**src/rtl/gpio_dirport_pkg.sv**
```systemverilog
package gpio_dirport_pkg;

  typedef enum logic [1:0] {
    OWN_NONE = 2'd0,
    OWN_RX   = 2'd1,
    OWN_TX   = 2'd2,
    OWN_SPI  = 2'd3
  } owner_e;

  // Highest-priority active source for one pin.
  function automatic owner_e pick_owner(logic spi_a, logic tx_a, logic rx_a);
    if (spi_a)     return OWN_SPI;
    else if (tx_a) return OWN_TX;
    else if (rx_a) return OWN_RX;
    else           return OWN_NONE;
  endfunction

  function automatic logic resolve_oe(owner_e o, logic spi_d, logic dir_bit);
    case (o)
      OWN_SPI: return spi_d;
      OWN_TX:  return 1'b1;
      OWN_RX:  return 1'b0;
      default: return dir_bit;
    endcase
  endfunction

  function automatic logic resolve_do(owner_e o, logic spi_v, logic tx_v, logic dat_bit);
    case (o)
      OWN_SPI: return spi_v;
      OWN_TX:  return tx_v;
      default: return dat_bit;
    endcase
  endfunction

endpackage

```
**src/rtl/gpio_dirport_sync.sv**
```systemverilog
module gpio_dirport_sync #(
  parameter int WIDTH  = 8,
  parameter int STAGES = 2
) (
  input  logic             clk,
  input  logic [WIDTH-1:0] din,
  output logic [WIDTH-1:0] dout
);
  localparam int LAST = STAGES - 1;

  logic [WIDTH-1:0] stg [STAGES];

  // Deliberately not reset: the synchronized value simply tracks the pads.
  always_ff @(posedge clk) stg[0] <= din;

  for (genvar j = 1; j < STAGES; j++) begin : g_stage
    always_ff @(posedge clk) stg[j] <= stg[j-1];
  end

  assign dout = stg[LAST];
endmodule

```
**src/rtl/gpio_dirport_regs.sv**
```systemverilog
module gpio_dirport_regs #(
  parameter int          WIDTH   = 8,
  parameter int          ADDR_W  = 12,
  parameter logic [11:0] IN_OFS  = 12'h379,
  parameter logic [11:0] DIR_OFS = 12'h37A,
  parameter logic [11:0] DAT_OFS = 12'h378
) (
  input  logic              clk,
  input  logic              rst_n,
  input  logic [ADDR_W-1:0] addr,
  input  logic              wr_en,
  input  logic [WIDTH-1:0]  wr_data,
  input  logic              rd_en,
  input  logic [WIDTH-1:0]  in_val,
  output logic [WIDTH-1:0]  rd_data,
  output logic [WIDTH-1:0]  dir_q,
  output logic [WIDTH-1:0]  dat_q
);
  localparam logic [ADDR_W-1:0] A_IN  = ADDR_W'(IN_OFS);
  localparam logic [ADDR_W-1:0] A_DIR = ADDR_W'(DIR_OFS);
  localparam logic [ADDR_W-1:0] A_DAT = ADDR_W'(DAT_OFS);

  logic hit_in, hit_dir, hit_dat;

  assign hit_in  = (addr == A_IN);
  assign hit_dir = (addr == A_DIR);
  assign hit_dat = (addr == A_DAT);

  always_ff @(posedge clk or negedge rst_n) begin
    if (!rst_n) begin
      dir_q <= '0;
      dat_q <= '0;
    end else if (wr_en) begin
      if (hit_dir) dir_q <= wr_data;
      if (hit_dat) dat_q <= wr_data;
    end
  end

  always_comb begin
    rd_data = '0;
    if (rd_en) begin
      if (hit_in)       rd_data = in_val;
      else if (hit_dir) rd_data = dir_q;
      else if (hit_dat) rd_data = dat_q;
    end
  end
endmodule

```
**src/rtl/gpio_dirport_pinmux.sv**
```systemverilog
module gpio_dirport_pinmux
  import gpio_dirport_pkg::*;
#(
  parameter int               WIDTH    = 8,
  parameter logic [WIDTH-1:0] SPI_MASK = 8'h0F,
  parameter logic [WIDTH-1:0] TX_MASK  = 8'h12,
  parameter logic [WIDTH-1:0] RX_MASK  = 8'h24
) (
  input  logic [WIDTH-1:0] dir_q,
  input  logic [WIDTH-1:0] dat_q,
  input  logic             spi_en,
  input  logic [WIDTH-1:0] spi_dir,
  input  logic [WIDTH-1:0] spi_dout,
  input  logic             tx_en,
  input  logic [WIDTH-1:0] tx_dout,
  input  logic             rx_en,
  output logic [WIDTH-1:0] spi_act,
  output logic [WIDTH-1:0] tx_act,
  output logic [WIDTH-1:0] rx_act,
  output logic [WIDTH-1:0] pad_oe,
  output logic [WIDTH-1:0] pad_do
);
  assign spi_act = SPI_MASK & {WIDTH{spi_en}};
  assign tx_act  = TX_MASK  & {WIDTH{tx_en}};
  assign rx_act  = RX_MASK  & {WIDTH{rx_en}};

  for (genvar i = 0; i < WIDTH; i++) begin : g_pin
    owner_e own;
    assign own       = pick_owner(spi_act[i], tx_act[i], rx_act[i]);
    assign pad_oe[i] = resolve_oe(own, spi_dir[i], dir_q[i]);
    assign pad_do[i] = resolve_do(own, spi_dout[i], tx_dout[i], dat_q[i]);
  end
endmodule

```
**src/rtl/gpio_dirport.sv**
```systemverilog
module gpio_dirport #(
  parameter int          WIDTH    = 8,
  parameter int          ADDR_W   = 12,
  parameter int          SYNC_LEN = 2,
  parameter logic [11:0] IN_OFS   = 12'h379,
  parameter logic [11:0] DIR_OFS  = 12'h37A,
  parameter logic [11:0] DAT_OFS  = 12'h378,
  parameter logic [7:0]  SPI_MASK = 8'h0F,
  parameter logic [7:0]  TX_MASK  = 8'h12,
  parameter logic [7:0]  RX_MASK  = 8'h24
) (
  input  logic              clk,
  input  logic              rst_n,
  input  logic [ADDR_W-1:0] addr,
  input  logic              wr_en,
  input  logic [WIDTH-1:0]  wr_data,
  input  logic              rd_en,
  output logic [WIDTH-1:0]  rd_data,
  input  logic [WIDTH-1:0]  pad_di,
  output logic [WIDTH-1:0]  pad_oe,
  output logic [WIDTH-1:0]  pad_do,
  input  logic              spi_en,
  input  logic [WIDTH-1:0]  spi_dir,
  input  logic [WIDTH-1:0]  spi_dout,
  input  logic              tx_en,
  input  logic [WIDTH-1:0]  tx_dout,
  input  logic              rx_en
);
  // Named internal nets, exposed for the bound checker.
  logic [WIDTH-1:0] in_sync;
  logic [WIDTH-1:0] dir_q, dat_q;
  logic [WIDTH-1:0] spi_act, tx_act, rx_act;

  gpio_dirport_sync #(.WIDTH(WIDTH), .STAGES(SYNC_LEN)) u_sync (
    .clk  (clk),
    .din  (pad_di),
    .dout (in_sync)
  );

  gpio_dirport_regs #(
    .WIDTH(WIDTH), .ADDR_W(ADDR_W),
    .IN_OFS(IN_OFS), .DIR_OFS(DIR_OFS), .DAT_OFS(DAT_OFS)
  ) u_regs (
    .clk     (clk),
    .rst_n   (rst_n),
    .addr    (addr),
    .wr_en   (wr_en),
    .wr_data (wr_data),
    .rd_en   (rd_en),
    .in_val  (in_sync),
    .rd_data (rd_data),
    .dir_q   (dir_q),
    .dat_q   (dat_q)
  );

  gpio_dirport_pinmux #(
    .WIDTH(WIDTH),
    .SPI_MASK(WIDTH'(SPI_MASK)), .TX_MASK(WIDTH'(TX_MASK)), .RX_MASK(WIDTH'(RX_MASK))
  ) u_pinmux (
    .dir_q    (dir_q),
    .dat_q    (dat_q),
    .spi_en   (spi_en),
    .spi_dir  (spi_dir),
    .spi_dout (spi_dout),
    .tx_en    (tx_en),
    .tx_dout  (tx_dout),
    .rx_en    (rx_en),
    .spi_act  (spi_act),
    .tx_act   (tx_act),
    .rx_act   (rx_act),
    .pad_oe   (pad_oe),
    .pad_do   (pad_do)
  );
endmodule

```
**config.mk**
```make
export PLATFORM = sky130hd
export DESIGN_NAME = gpio_dirport
export DESIGN_NICKNAME = d
export VERILOG_FILES = /design/src/rtl/gpio_dirport_pkg.sv /design/src/rtl/gpio_dirport_sync.sv /design/src/rtl/gpio_dirport_regs.sv /design/src/rtl/gpio_dirport_pinmux.sv /design/src/rtl/gpio_dirport.sv
export SDC_FILE = /design/constraint.sdc
export NUM_CORES = 1
export LEC_CHECK = 0
export BUFFER_PORTS_ARGS = -buffer_cell sky130_fd_sc_hd__buf_2
export CORE_MARGIN = 1.5
export CORE_UTILIZATION = 41
export DETAILED_ROUTE_END_ITERATION = 8
export PLACE_DENSITY = 0.8
export SKIP_CTS_REPAIR_TIMING = 1
export SYNTH_ARGS = -nofsm -noshare
export SYNTH_HDL_FRONTEND = slang
export SYNTH_HIERARCHICAL = 1
export SYNTH_SLANG_ARGS = --single-unit
```
**constraint.sdc**
```tcl
create_clock -name clk -period 0.8 [get_ports clk]
set_input_delay 0.04 -clock clk [delete_from_list [all_inputs] [get_ports clk]]
set_output_delay 0.04 -clock clk [all_outputs]
set_load 0.005 [all_outputs]
```
==> impl_metrics.toml, run 1 <==
[timing]
rsz0062_at_grt = "true"
period_share = 1.54
maxSlewViolCount = 0
setup_violations = 40
fmax_mhz = 812
timing.hold.ws_ns = 0.00401
fin_worst_skew_ns = 0.000261
timing_worst_slew_pin_value_ns = 0.360
timing.final.crit_period_ns = 1.23
hold_viol = 0
setup_slack_ns = -0.431
max-slew-margin-rel = 0.760

[worst_setup_path]
worstSetupEndpointType = "output port"
worstSetupStartpointType = "flop"
reg2reg_depth = 3
critical-path-slowest-cell = "dfrtp_1"
critical_path_fanout_max = 2
critical_path.startpoint = "u_regs/dat_q[4]$_DFFE_PN0P_"
worst_ep_required_time_ns = 0.76
worstPathCellList = "mux2i_1, or2_4, a21oi_2, buf_2"
crit_arrival_ns = 1.19
critPathKind = "reg -> out"
r2r_end = "u_regs/dat_q[7]$_DFFE_PN0P_"
rrSetupSlack_ns = -0.20
worst_path_largest_cell_delay_ns = 0.35
worst_r2r_startpoint = "u_regs/dat_q[7]$_DFFE_PN0P_"

[route]
drtPass1Iterations = 4
routed_wirelength_um = 3440
mean_number_of_vias_per_cell = 4.68
dr_total_vias = 1213
drtIter0Drc = 18
ant_nets = 0
remaining_drc_errors = 0
detail_route.wl_per_cell_um = 13.3

[power]
total_power_mw = 3.20
p_leak_nw = 1.17
p_per_area_nw_per_um2 = 1410
ir_worst_vdd_v = 0.000979

[grt]
grtUsageTotal = 0.167
gr-total-overflow = 0
first_global_vias = 1129
grt_first_pass_wirelength_um = 5040
grt_start_max_net_pins = 17
antenna_found_initial = 0

[logic_synthesis]
post_synth_inst_count = 124
yosys_warnings = 6
synthesis.area_per_instance_um2 = 12.1
syn_area_um2 = 1510
syn_nets = 183

[placement]
placement.io_buffers = 68
hpwl_um = 2500
place_congestion = 0.830
place_ws_ns = -0.533

[finish]
final_layout_size_suffix_gt1_frac = 0.662
final_net_count = 271
flip_flop_and_latch_area_um2 = 721
num-fill-cells = 285
signed_area_change_from_the_synthesized_netlist_to_the_final_layout_pct = 51.0
multi_input_comb_area_um2 = 724
final_core_util = 0.661
num_antenna_cells = 0

[run_status]
violated_checks = "setup timing"
outcome = "finished, violations left"

[hold_path]
hold_path_startpoint = "wr_data[4]"
hold-path-endpoint = "u_regs/dir_q[4]$_DFFE_PN0P_"
path_class_of_the_lowest_slack_min_delay_path = "in -> reg"
worst_hold_path.num_cells = 2

[clocking]
clk_root_buffer_cell = "clkbuf_8"
clk_pin_slew_worst_paths_ns = 0.06
cts-root-to-sink-buffers = 2
htreeDepth = 2
clock_tree_from_tritoncts = "yes"
worstSkewPairLatency_ns = 0.27
tritoncts.num_buffers = 5
cts.sinks = 32

[die]
design.core.area_um2 = 3440
die_x_um = 63.6
floorplan.die.height_um = 63.6
initial_core_util = 0.438
design.portCount = 83
die-area_um2 = 4050
core.rowCount = 21

[run]
drv.max_cap_violation_count = 0
[power breakdown]
group	leakage (nW)	switching, mW	total [mW]	internal, mW
Combinational	0.770	0.157	0.411	0.254
Sequential	0.358	0.0115	1.66	1.65
Clock	0.0422	0.520	1.13	0.608
[registers in the layout (all words and copies together) (netlist names)]
signal,flops
u_sync/stg,16
u_regs/dat_q,8
u_regs/dir_q,8
[how the worst max path moves through the flow]
stage,to,slack (ns),cells past startpoint
floorplan,u_regs/dir_q[0]$_DFFE_PN0P_,-0.34,4
global placement,u_regs/dir_q[2]$_DFFE_PN0P_,-0.49,5
finish,rd_data[4],-0.43,4
detailed placement,u_regs/dir_q[0]$_DFFE_PN0P_,-0.53,5
CTS,rd_data[5],-0.47,4
global route,rd_data[5],-0.48,4
[layer usage]
metal	global-route usage	share of wire	wire, um	up-vias
li1	-	-	-	585
met1	0.186	0.41	1420	581
met2	0.296	0.52	1790	45
met3	0.0518	0.060	205	2
met4	0.0598	0.0047	16	0
met5	0	0	0	-
[metrics by stage]
stage                     instances  setup TNS, ns  cell area (um^2)
after global placement          236          -9.15              1950
after global routing            259         -11.41              2270
after CTS                       244         -10.33              2030
after floorplan                 124          -5.59              1580
final                           259         -10.11              2270
after detailed placement        236          -9.74              1950
[critical path, delay by kind of cell (launching register included)]
family	cells	cell delay (ns)
AO/OA/AOI/OAI	1	0.13
buffers and inverters	1	0.12
flip-flops	1	0.35
multiplexers	1	0.08
AND/OR/NAND/NOR	1	0.23
[cell type report]
| class | count | area share |
|---|---|---|
| Clock inverter | 1 | 0.00220 |
| Clock buffer | 7 | 0.0336 |
| Timing Repair Buffer | 99 | 0.304 |
| Sequential cell | 32 | 0.317 |
| Multi-Input combinational cell | 74 | 0.318 |
| Tap cell | 46 | 0.0253 |
[placed cells by master (no fill, tap or decap), drive strengths merged]
cell type / n
o21ai: 3
buf: 90
dlygate4sd3: 9
and2b: 1
nand2: 11
nor3b: 1
mux2: 22
nor2: 2
nor2b: 1
nand2b: 1
dfxtp: 16
nand4: 2
and4bb: 1
or2: 9
mux2i: 9
a21oi: 8
dfrtp: 16
and4: 2
and3b: 1
clkbuf: 7
clkinv: 1
No activity file was read; power rests on OpenSTA's default activity.
==> run 2, diff against run 1 <==
--- a/config.mk
+++ b/config.mk
@@ -6,10 +6,12 @@
 export NUM_CORES = 1
 export LEC_CHECK = 0
 export BUFFER_PORTS_ARGS = -buffer_cell sky130_fd_sc_hd__buf_2
+export CELL_PAD_IN_SITES_DETAIL_PLACEMENT = 1
+export CELL_PAD_IN_SITES_GLOBAL_PLACEMENT = 1
 export CORE_MARGIN = 1.5
-export CORE_UTILIZATION = 41
+export CORE_UTILIZATION = 30
 export DETAILED_ROUTE_END_ITERATION = 8
-export PLACE_DENSITY = 0.8
+export PLACE_DENSITY = 0.79
 export SKIP_CTS_REPAIR_TIMING = 1
 export SYNTH_ARGS = -nofsm -noshare
 export SYNTH_HDL_FRONTEND = slang
==> run 2 against run 1 <==
Against the previous run:
- the run still ends with setup timing left
- critical path depth did not move
- cell area rose by 2.5%
- clock power rose by 4%
- global-route usage fell by 2.1 points
- sequential share of layout area fell by 0.77 points
- critical endpoint is now rd_data[7]
==> impl_metrics.toml, run 2 (synthesis results as in run 1) <==
[timing]
fmax_mhz = 796
fin_worst_skew_ns = 0.00620
setup_slack_ns = -0.457
setup_violations = 40
maxSlewViolCount = 0
timing.final.crit_period_ns = 1.26
hold_viol = 0
rsz0062_at_grt = "true"
max-slew-margin-rel = 0.738
totalNegativeSetupSlack_ns = -9.51
timing.hold.ws_ns = 0.00981
timing_worst_slew_pin_value_ns = 0.393
period_share = 1.57

[run_status]
violated_checks = "setup timing"
outcome = "finished, violations left"

[die]
die_x_um = 73.9
die-area_um2 = 5460
floorplan.die.height_um = 73.9
design.portCount = 83
design.core.area_um2 = 4790
core.rowCount = 25
initial_core_util = 0.315

[clocking]
cts-root-to-sink-buffers = 2
htreeDepth = 2
worstSkewPairLatency_ns = 0.28
clk_pin_slew_worst_paths_ns = 0.06
cts.sinks = 32
clk_root_buffer_cell = "clkbuf_8"
clock_tree_from_tritoncts = "yes"
tritoncts.num_buffers = 5

[worst_setup_path]
worstSetupStartpointType = "flop"
critical_path_fanout_max = 2
critPathKind = "reg -> out"
crit_arrival_ns = 1.22
worst_ep_required_time_ns = 0.76
rrSetupSlack_ns = -0.11
worstSetupEndpointType = "output port"

[route]
drtPass1Iterations = 4
dr_total_vias = 1232
remaining_drc_errors = 0
ant_nets = 0
mean_number_of_vias_per_cell = 4.35
routed_wirelength_um = 3910
detail_route.wl_per_cell_um = 13.8
drtIter0Drc = 31

[finish]
final_core_util = 0.487
final_net_count = 274
signed_area_change_from_the_synthesized_netlist_to_the_final_layout_pct = 54.7
num_antenna_cells = 0
layout.cells.non_filler = 283
max_flop_register = "u_sync/stg"
largest_register_ff_count = 16
num-fill-cells = 528
layout.cells.most_common_list = "59 x buf_2, 16 x mux2_4, 16 x dfrtp_1, 16 x dfxtp_1"
layout_commonest_cell = "buf_2"
final_design_area_no_fill_um2 = 2330
biggestRegsByFlops = "u_sync/stg: 16 flops, u_regs/dat_q: 8 flops, u_regs/dir_q: 8 flops"
final_layout_size_suffix_gt1_frac = 0.644

[hold_path]
path_class_of_the_lowest_slack_min_delay_path = "in -> reg"

[placement]
place_ws_ns = -0.480
placement.cell_area_um2 = 1980
hpwl_um = 2840
placement.io_buffers = 68
dp_cells = 258
place_congestion = 0.749

[power]
ir_worst_vdd_v = 0.00102
total_power_mw = 3.27
p_per_area_nw_per_um2 = 1400
p_leak_nw = 1.17

[grt]
grtUsageTotal = 0.146
antenna_found_initial = 0
grt_first_pass_wirelength_um = 5670
gr-total-overflow = 0
first_global_vias = 1226
grt_start_max_net_pins = 17

[run]
drv.max_cap_violation_count = 0
==> run 2: changes by cell type in the layout (fill, tap and decap cells not counted) <==
cell,change
buf_6,-2
nor2b_4,+1
dlygate4sd3_1,+5
clkbuf_1,+1
nor2b_1,-1
clkinv_2,-1
mux2_4,-1
mux2_2,+1
==> run 2: power by group <==
part           internal, mW  total, mW  switching (mW)
combinational         0.267      0.427           0.160
sequential             1.65       1.67          0.0129
clock                 0.617       1.17           0.556
total                  2.54       3.27           0.729
==> run 2: final timing paths <==
check / startpoint / endpoint / cells after the start
min in group asynchronous: rst_n / u_regs/dat_q[7]$_DFFE_PN0P_ / 2
setup / recovery: u_regs/dat_q[7]$_DFFE_PN0P_ / rd_data[7] / 4
hold / removal: wr_data[0] / u_regs/dir_q[0]$_DFFE_PN0P_ / 2
max in group asynchronous: rst_n / u_regs/dat_q[2]$_DFFE_PN0P_ / 2
hold reg to reg: u_sync/stg[0][0]$_DFF_P_ / u_sync/stg[0][8]$_DFF_P_ / 0
setup reg to reg: u_regs/dir_q[4]$_DFFE_PN0P_ / u_regs/dir_q[4]$_DFFE_PN0P_ / 2
==> run 2: metal layers <==
layer,vias to the layer above,share of wire,global-route usage
li1,592,-,-
met1,594,0.41,0.161
met2,42,0.53,0.256
met3,4,0.046,0.0329
met4,0,0.0097,0.0802
met5,-,0,0
==> run 2: layout make-up <==
| class | count | area (um^2) | area share |
|---|---|---|---|
| Multi-Input combinational cell | 74 | 728 | 0.312 |
| Sequential cell | 32 | 721 | 0.309 |
| Timing Repair Buffer | 102 | 718 | 0.308 |
| Tap cell | 67 | 83.8 | 0.0360 |
| Clock buffer | 8 | 80.1 | 0.0344 |
==> run 2: worst max-delay path, cell delays in order, from the launching register on <==
cell     delay, ns
dfrtp_1       0.36
mux2i_1       0.07
or2_4         0.23
a21oi_2       0.15
buf_2         0.13
